[src/rtl/div_upd_pkg.sv]
package div_upd_pkg;
  localparam int unsigned FIELD_BYTES = 4;
  localparam int unsigned FIELD_W     = 8 * FIELD_BYTES;
  localparam int unsigned NUM_FIELDS  = 3;
  localparam int unsigned SET_BYTES   = NUM_FIELDS * FIELD_BYTES;

  typedef struct packed {
    logic [FIELD_W-1:0] modu;
    logic [FIELD_W-1:0] n;
    logic [FIELD_W-1:0] frac;
  } div_set_t;
endpackage

[src/rtl/div_shadow_regs.sv]
module div_shadow_regs
  import div_upd_pkg::*;
#(
  parameter int unsigned ADDR_W   = 16,
  parameter int unsigned DATA_W   = 8,
  parameter logic [15:0] UPD_ADDR = 16'h000F,
  parameter logic [15:0] LEN_ADDR = 16'h0010,
  parameter logic [7:0]  UPD_CODE = 8'h01,
  parameter logic [7:0]  LEN_DEF  = 8'd4
) (
  input  logic              clk_i,
  input  logic              rst_ni,
  input  logic              wr_i,
  input  logic [ADDR_W-1:0] addr_i,
  input  logic [DATA_W-1:0] wdata_i,
  output logic [DATA_W-1:0] rdata_o,
  output div_set_t          shadow_o,
  output logic [DATA_W-1:0] hold_len_o,
  output logic              commit_o
);
  localparam logic [ADDR_W-1:0] UPD_A = ADDR_W'(UPD_ADDR);
  localparam logic [ADDR_W-1:0] LEN_A = ADDR_W'(LEN_ADDR);

  logic [DATA_W-1:0] byte_q [SET_BYTES];
  logic [DATA_W-1:0] len_q;
  logic              upd_q;

  for (genvar i = 0; i < SET_BYTES; i++) begin : g_byte
    always_ff @(posedge clk_i or negedge rst_ni) begin
      if (!rst_ni)                                byte_q[i] <= '0;
      else if (wr_i && addr_i == ADDR_W'(i))      byte_q[i] <= wdata_i;
    end
  end

  always_ff @(posedge clk_i or negedge rst_ni) begin
    if (!rst_ni) begin
      len_q <= DATA_W'(LEN_DEF);
      upd_q <= 1'b0;
    end else begin
      if (wr_i && addr_i == LEN_A) len_q <= wdata_i;
      // update bit self-clears after one cycle
      upd_q <= wr_i && addr_i == UPD_A && wdata_i == DATA_W'(UPD_CODE);
    end
  end

  always_comb begin
    for (int b = 0; b < FIELD_BYTES; b++) begin
      shadow_o.frac[8*b +: 8] = byte_q[b];
      shadow_o.n[8*b +: 8]    = byte_q[FIELD_BYTES + b];
      shadow_o.modu[8*b +: 8] = byte_q[2*FIELD_BYTES + b];
    end
  end

  always_comb begin
    rdata_o = '0;
    for (int i = 0; i < SET_BYTES; i++)
      if (addr_i == ADDR_W'(i)) rdata_o = byte_q[i];
    if (addr_i == LEN_A) rdata_o = len_q;
  end

  assign hold_len_o = len_q;
  assign commit_o   = upd_q;
endmodule

[src/rtl/div_hold_timer.sv]
module div_hold_timer #(
  parameter int unsigned LEN_W = 8
) (
  input  logic             clk_i,
  input  logic             rst_ni,
  input  logic             tick_i,
  input  logic             start_i,
  input  logic [LEN_W-1:0] len_i,
  output logic             busy_o,
  output logic             mid_o,
  output logic             done_o
);
  logic [LEN_W-1:0] len_q, cnt_q;
  logic             busy_q;
  logic [LEN_W:0]   cnt_nx, half;

  assign cnt_nx = {1'b0, cnt_q} + 1'b1;
  assign half   = ({1'b0, len_q} + 1'b1) >> 1;
  assign mid_o  = busy_q && tick_i && cnt_nx == half;
  assign done_o = busy_q && tick_i && cnt_nx == {1'b0, len_q};
  assign busy_o = busy_q;

  always_ff @(posedge clk_i or negedge rst_ni) begin
    if (!rst_ni) begin
      busy_q <= 1'b0;
      cnt_q  <= '0;
      len_q  <= '0;
    end else if (start_i) begin
      busy_q <= 1'b1;
      cnt_q  <= '0;
      len_q  <= (len_i == '0) ? LEN_W'(1) : len_i;
    end else if (busy_q && tick_i) begin
      cnt_q <= cnt_nx[LEN_W-1:0];
      if (done_o) busy_q <= 1'b0;
    end
  end
endmodule

[src/rtl/div_commit_seq.sv]
module div_commit_seq
  import div_upd_pkg::*;
#(
  parameter int unsigned LEN_W = 8
) (
  input  logic             clk_i,
  input  logic             rst_ni,
  input  logic             tick_i,
  input  logic             commit_i,
  input  div_set_t         shadow_i,
  input  logic [LEN_W-1:0] hold_len_i,
  output div_set_t         active_o,
  output logic             holdover_o
);
  div_set_t pend_q, flight_q, act_q;
  logic     pend_v_q;
  logic     busy, mid, apply, nm_chg, start;

  assign nm_chg = (pend_q.n != act_q.n) || (pend_q.modu != act_q.modu);
  // a commit being captured this cycle waits for a later tick
  assign apply  = tick_i && pend_v_q && !commit_i && !busy;
  assign start  = apply && nm_chg;

  div_hold_timer #(.LEN_W(LEN_W)) u_timer (
    .clk_i  (clk_i),
    .rst_ni (rst_ni),
    .tick_i (tick_i),
    .start_i(start),
    .len_i  (hold_len_i),
    .busy_o (busy),
    .mid_o  (mid),
    .done_o ()
  );

  always_ff @(posedge clk_i or negedge rst_ni) begin
    if (!rst_ni) begin
      pend_q   <= '0;
      pend_v_q <= 1'b0;
      flight_q <= '0;
      act_q    <= '0;
    end else begin
      if (commit_i) begin
        pend_q   <= shadow_i;
        pend_v_q <= 1'b1;
      end else if (apply) begin
        pend_v_q <= 1'b0;
      end
      if (start) flight_q <= pend_q;
      if (apply && !nm_chg) act_q.frac <= pend_q.frac;
      if (mid) act_q <= flight_q;
    end
  end

  assign active_o   = act_q;
  assign holdover_o = busy;
endmodule

[src/rtl/div_update_ctrl.sv]
module div_update_ctrl
  import div_upd_pkg::*;
#(
  parameter int unsigned ADDR_W   = 16,
  parameter int unsigned DATA_W   = 8,
  parameter logic [15:0] UPD_ADDR = 16'h000F,
  parameter logic [15:0] LEN_ADDR = 16'h0010,
  parameter logic [7:0]  LEN_DEF  = 8'd4
) (
  input  logic               clk_i,
  input  logic               rst_ni,
  input  logic               bus_wr_i,
  input  logic [ADDR_W-1:0]  bus_addr_i,
  input  logic [DATA_W-1:0]  bus_wdata_i,
  output logic [DATA_W-1:0]  bus_rdata_o,
  input  logic               tick_i,
  output logic [FIELD_W-1:0] frac_o,
  output logic [FIELD_W-1:0] n_o,
  output logic [FIELD_W-1:0] mod_o,
  output logic               holdover_o
);
  div_set_t          shadow, active;
  logic [DATA_W-1:0] hold_len;
  logic              commit;

  div_shadow_regs #(
    .ADDR_W  (ADDR_W),
    .DATA_W  (DATA_W),
    .UPD_ADDR(UPD_ADDR),
    .LEN_ADDR(LEN_ADDR),
    .UPD_CODE(8'h01),
    .LEN_DEF (LEN_DEF)
  ) u_regs (
    .clk_i     (clk_i),
    .rst_ni    (rst_ni),
    .wr_i      (bus_wr_i),
    .addr_i    (bus_addr_i),
    .wdata_i   (bus_wdata_i),
    .rdata_o   (bus_rdata_o),
    .shadow_o  (shadow),
    .hold_len_o(hold_len),
    .commit_o  (commit)
  );

  div_commit_seq #(.LEN_W(DATA_W)) u_seq (
    .clk_i     (clk_i),
    .rst_ni    (rst_ni),
    .tick_i    (tick_i),
    .commit_i  (commit),
    .shadow_i  (shadow),
    .hold_len_i(hold_len),
    .active_o  (active),
    .holdover_o(holdover_o)
  );

  assign frac_o = active.frac;
  assign n_o    = active.n;
  assign mod_o  = active.modu;
endmodule

[config.mk]
export PLATFORM = sky130hd
export DESIGN_NAME = div_update_ctrl
export DESIGN_NICKNAME = d
export VERILOG_FILES = /design/src/rtl/div_upd_pkg.sv /design/src/rtl/div_shadow_regs.sv /design/src/rtl/div_hold_timer.sv /design/src/rtl/div_commit_seq.sv /design/src/rtl/div_update_ctrl.sv
export SDC_FILE = /design/constraint.sdc
export NUM_CORES = 1
export LEC_CHECK = 0
export BUFFER_PORTS_ARGS = -buffer_cell sky130_fd_sc_hd__buf_2
export CORE_MARGIN = 8
export CORE_UTILIZATION = 59
export DETAILED_ROUTE_END_ITERATION = 16
export PLACE_DENSITY = 0.78
export SYNTH_ARGS = -nofsm -noshare
export SYNTH_HDL_FRONTEND = slang
export SYNTH_SLANG_ARGS = --single-unit
export TNS_END_PERCENT = 100
[constraint.sdc]
create_clock -name clk_i -period 9.25 [get_ports clk_i]
set_input_delay 0.925 -clock clk_i [delete_from_list [all_inputs] [get_ports clk_i]]
set_output_delay 0.925 -clock clk_i [all_outputs]
set_load 0.05 [all_outputs]
-- Word level (Yosys, flattened, before mapping)
Cells that the tools add are included.
- add/sub/neg operators: 2
- equal/unequal tests: 18
- mux-type cells: 23
- reductions and logical operators: 34
- operator list (cell ; number):
    two-way mux 8 bit ; 16
    equality test 16 x 4 -> 1 bit, second input constant ; 5
    equality test 16 x 3 -> 1 bit, second input constant ; 4
    two-way mux 32 bit ; 2
    != test 32 bit ; 2
    equality test 16 x 2 -> 1 bit, second input constant ; 2
    logical AND 1 bit ; 23
    adder 8 x 1 -> 9 bit, second input constant ; 2
    equality test 9 x 8 -> 1 bit ; 2
    equality test 16 x 1 -> 1 bit, second input constant ; 1
    equality test 16 x 5 -> 1 bit, second input constant ; 1
    zero test 16 bit ; 1
    equality test 8 x 1 -> 1 bit, second input constant ; 1
    zero test 8 bit ; 1
    nonzero test 2 bit ; 4
    two-way mux 1 bit ; 5
    zero test 1 bit ; 3
    AND reduction 2 bit ; 1
    logical OR 1 bit ; 1
- register bits after elaboration: 411
- input bits: 28
- logic and storage cells: 104

-- Logic depth before layout (Yosys ltp)
- depth in word-level cells: 14
- mapped depth: 9

-- By module
Synthesis repeated with hierarchy kept, for this count alone.
- cells, all modules: 1310
- area, all modules: 18161.2 um^2
- by module, submodules not included (module ; instances ; cells each ; area each (um^2)):
    div_commit_seq ; 1 ; 778 ; 11711.2
    div_shadow_regs ; 1 ; 393 ; 5173.7
    div_hold_timer ; 1 ; 139 ; 1276.2

-- Least setup slack after synthesis
No wires, ideal clock.
- path kind: input to output
- start point: input bus_addr_i[10]
- end point: output bus_rdata_o[0]
- data arrival time: 3.567 ns
- data required time: 8.325 ns
- path slack: 4.758 ns
- cell stages on the path: 7
- buffers on the path: 1
- cell sequence: nor4_1 > nand3_1 > or3_1 > clkbuf_1 > a2111oi_0 > a221oi_1 > nor3_1
- longest elaborated chain between the ends: 14
- elaborated cells between the ends (all ways): 26
- classes of those cells: eq/ne: 12; mux: 13; reduce/logical: 1
- RTL lines (what ; RTL line ; text):
    start, declared ; div_update_ctrl.sv:13 ; input logic [ADDR_W-1:0] bus_addr_i,
    zero test 16 bit ; div_shadow_regs.sv:57 ; if (addr_i == ADDR_W'(i)) rdata_o = byte_q[i];
    two-way mux 8 bit (12 in a row) ; div_shadow_regs.sv:57 ;
    two-way mux 8 bit * ; div_shadow_regs.sv:58 ; if (addr_i == LEN_A) rdata_o = len_q;
    end, declared ; div_update_ctrl.sv:15 ; output logic [DATA_W-1:0] bus_rdata_o,
Every way passes the cells marked *; elsewhere a longest branch is shown, timed or not.

-- Final worst setup path
Ends and elaborated chain as after synthesis.

==> impl_metrics.tcl <==
set metrics [dict create \
    standard_cell_rows 63 \
    critPathBufInv 2 \
    clk_transition_reported_paths_ns 0.06 \
    globalRoute.totalOverflow 0 \
    synthesis.nets 1326 \
    required_ns 8.33 \
    initial_core_util 0.601 \
    post_drt_wl_per_cell_um 24.0 \
    worst_hold_slack_ns 0.450 \
    flow.area_growth_from_synthesis_pct 13.4 \
    synth.yosys.seq_area_share 0.576 \
    num_vias 11100 \
    crit_path_frequent_cell "buf_2" \
    synthCells 1296 \
    async_flop_share 1.00 \
    synth_area_mm2 0.0178 \
    cpLargestDelayFamily "simple AND/OR/NAND/NOR gates" \
    min-delay-path-class "input pin to async pin" \
    timing.max_cap.violations 0 \
    total_power_mw 3.59 \
    power.density_mw_per_mm2 177 \
    first_pass_iters 4 \
    timing.final.hold_violations 0 \
    r2r-start "u_seq.active_o[79]" \
    iteration_0_drc_markers 672 \
    clock_sinks 411 \
    reg2reg_depth 7 \
    finClkSkew_ns 0.0135 \
    yosysWarnings 0 \
    swShare 0.212 \
    grt_start_max_net_pins 168 \
    ir_worst_vdd_uv 157 \
    syn-mean-instance-area_um2 13.8 \
    place.gp.congestion 0.883 \
    comb_power_share 0.023 \
    timing.final.crit_period_ns 4.86 \
    path_class "input pin to primary output" \
    dominantRegCellSynth "dfrtp_1" \
    clock_tree.buffer_depth 3 \
    rrSetupSlack_ns 4.75 \
    cts_root_buf "clkbuf_16" \
    critical_path.endpoint_type "primary output" \
    detailed_place_hpwl_um 30300 \
    clock_power_share 0.476 \
    final_setup_violation_count 0 \
    clock_latency_ns 0.53 \
    timing.final.max_slew_violations 0 \
    post_route_cells_drive_above_1_share 0.384 \
    grt_use_total 0.245 \
    dieHeight_um 190 \
    worst_pin_slew_ns 0.981 \
    seqPwrFrac 0.501 \
    die-area_mm2 0.0361 \
    timing.max_slew.rel_slack 0.343 \
    timing.critical_path.cells "buf_2, nor4_1, nand3_1, or3_1, a2111oi_0, a221oi_1, nor3_1, buf_2" \
    num_io_pins 133 \
    worst_setup_path_start_kind "input pin" \
    path_max_fanout 10 \
    netSwitchingPower_uw 762 \
    totalWireLength_um 44000 \
    rsz0062_at_grt "no" \
    die_width_um 190 \
    ctsResizeCount 0 \
    tritoncts "yes" \
    number_of_buffers_created_by_cts 42 \
    antenna_found_initial 3 \
    final_nets 1443 \
    outcome "finished clean" \
    layout_worst_path_cycle_share 0.525 \
    core_region_area_mm2 0.0297 \
    max_freq_mhz 206 \
    post_synth_edffs 0 \
    synth.ff_latch_count 411 \
    worst_path_max_delay_cell "a2111oi_0" \
    htreeDepth 2 \
    postCtsSetupBuffers 0 \
    drt.antenna.violating_nets 0 \
    drc_errors 0 \
    timing.critical_path.arrival_ns 3.93 \
    power_leakage_nw 10.6 \
    io_buffer_count 132 \
    cell_internal_power_mw 2.83 \
    final.setup.tns_ns 0 \
    commonest_cells_after_routing_fill_and_taps_aside "dfrtp_1 (409), mux2_2 (330), buf_2 (131), xnor2_1 (84), clkbuf_16 (43)" \
    worstReg2RegEnd "u_seq.flight_q[50]" \
    post_drt_via_cell_ratio 6.06 \
    grt_pass1_vias 11600 \
    ys_types 58 \
    postCtsHoldBufs 0 \
    grt_pass1_wl_um 69300 \
    timing.critical_path.slowest_cell_delay_ns 0.77 \
    mostFrequentLayoutCell "dfrtp_1" \
]
==> stage by stage <==
stage	setup slack [ns]	utilization	instance area [um2]	instances
6_report	4.39	0.681	20200	1838
5_1_grt	4.18	0.681	20200	1838
4_1_cts	4.41	0.681	20200	1837
3_5_place_dp	4.41	0.633	18800	1759
3_3_place_gp	4.46	0.633	18800	1759
2_1_floorplan	4.76	-	17800	1296
==> state kept, by name (all words and copies together) (netlist names) <==
signal,flops
u_seq.u_timer.len_q,8
u_regs.commit_o,1
u_regs.shadow_o,96
u_seq.flight_q,96
u_seq.pend_q,96
u_seq.active_o,96
u_seq.u_timer.cnt_q,8
u_regs.hold_len_o,8
u_seq.u_timer.busy_o,1
u_seq.pend_v_q,1
==> worst max-delay path by stage <==
stage	startpoint	endpoint	slack, ns	depth (start not counted)
floorplan	bus_addr_i[10]	bus_rdata_o[0]	4.76	7
global placement	bus_addr_i[9]	bus_rdata_o[0]	4.46	8
detailed placement	bus_addr_i[10]	bus_rdata_o[0]	4.41	8
CTS	bus_addr_i[10]	bus_rdata_o[0]	4.41	8
global route	bus_addr_i[10]	bus_rdata_o[0]	4.18	8
finish	bus_addr_i[10]	bus_rdata_o[0]	4.39	8
==> Yosys cell counts (3+ instances only) <==
library cell / count / area share
or3_1: 5 / 0.0018
nand3_1: 19 / 0.0053
mux2i_1: 12 / 0.0067
nand4b_1: 3 / 0.0015
a22oi_1: 5 / 0.0021
a22o_1: 34 / 0.017
a21o_1: 36 / 0.015
clkbuf_1: 60 / 0.013
xnor2_1: 84 / 0.041
and3_1: 4 / 0.0014
o22ai_1: 9 / 0.0032
xor2_1: 9 / 0.0044
inv_1: 6 / 0.0013
o21ai_0: 19 / 0.0053
buf_1: 3 / 0.00063
mux2_1: 40 / 0.025
a31oi_1: 7 / 0.0025
nand2b_1: 4 / 0.0014
nor3_2: 3 / 0.0017
buf_6: 4 / 0.0025
a32oi_1: 4 / 0.0020
buf_2: 5 / 0.0014
nor3b_1: 3 / 0.0013
nand2_1: 30 / 0.0063
nor3_1: 12 / 0.0034
nor2_1: 32 / 0.0067
o311ai_0: 4 / 0.0020
a21oi_1: 31 / 0.0087
nor4_1: 9 / 0.0032
nand4_1: 21 / 0.0074
dfrtp_1: 410 / 0.57
mux2_2: 330 / 0.21
nor2b_1: 3 / 0.0011
==> power by group through the flow <==
stage	sequential (mW)	combinational [mW]	clock (mW)
floorplan	1.83	0.0243	0
global placement	1.83	0.0828	0
CTS	1.80	0.0835	1.74
global route	1.80	0.0920	1.81
detailed placement	1.83	0.0832	0
finish	1.80	0.0822	1.71
==> cells by family (layout without fill, tap and decap cells) <==
logic type | Yosys count | in the layout | synth area share
fa+ha+maj | 2 | 2 | 0.00140
flops | 411 | 411 | 0.576
simple gates | 158 | 158 | 0.0468
buf+inv | 78 | 229 | 0.0184
other cells | 0 | 1 | 0
compound gates | 170 | 170 | 0.0686
xor+xnor | 93 | 93 | 0.0456
mux | 384 | 384 | 0.243
==> cell type report <==
| type | instances | area (um2) |
|---|---|---|
| Antenna cell | 1 | 2.50 |
| Clock buffer | 63 | 1230 |
| Clock inverter | 15 | 181 |
| Fill cell | 2154 | 9480 |
| Inverter | 6 | 22.5 |
| Multi-Input combinational cell | 807 | 7240 |
| Sequential cell | 411 | 10300 |
| Tap cell | 390 | 488 |
| Timing Repair Buffer | 145 | 781 |
==> worst reg2reg max path: cells and delay by family, from the launching register on <==
family	cells	cell delay, ns
AND/OR/NAND/NOR	4	2.38
XOR/XNOR	1	0.29
multiplexers	1	0.53
buffers and inverters	1	0.77
flip-flops	1	0.41
==> layer usage <==
metal | track usage | wire length, um | vias up
met2 | 0.396 | 21500 | 223
li1 | - | - | 4970
met4 | 0.0577 | 811 | 4
met5 | 0 | 23 | -
met3 | 0.0368 | 1890 | 54
met1 | 0.346 | 19800 | 5882
Power figures use the tool's default switching activity.
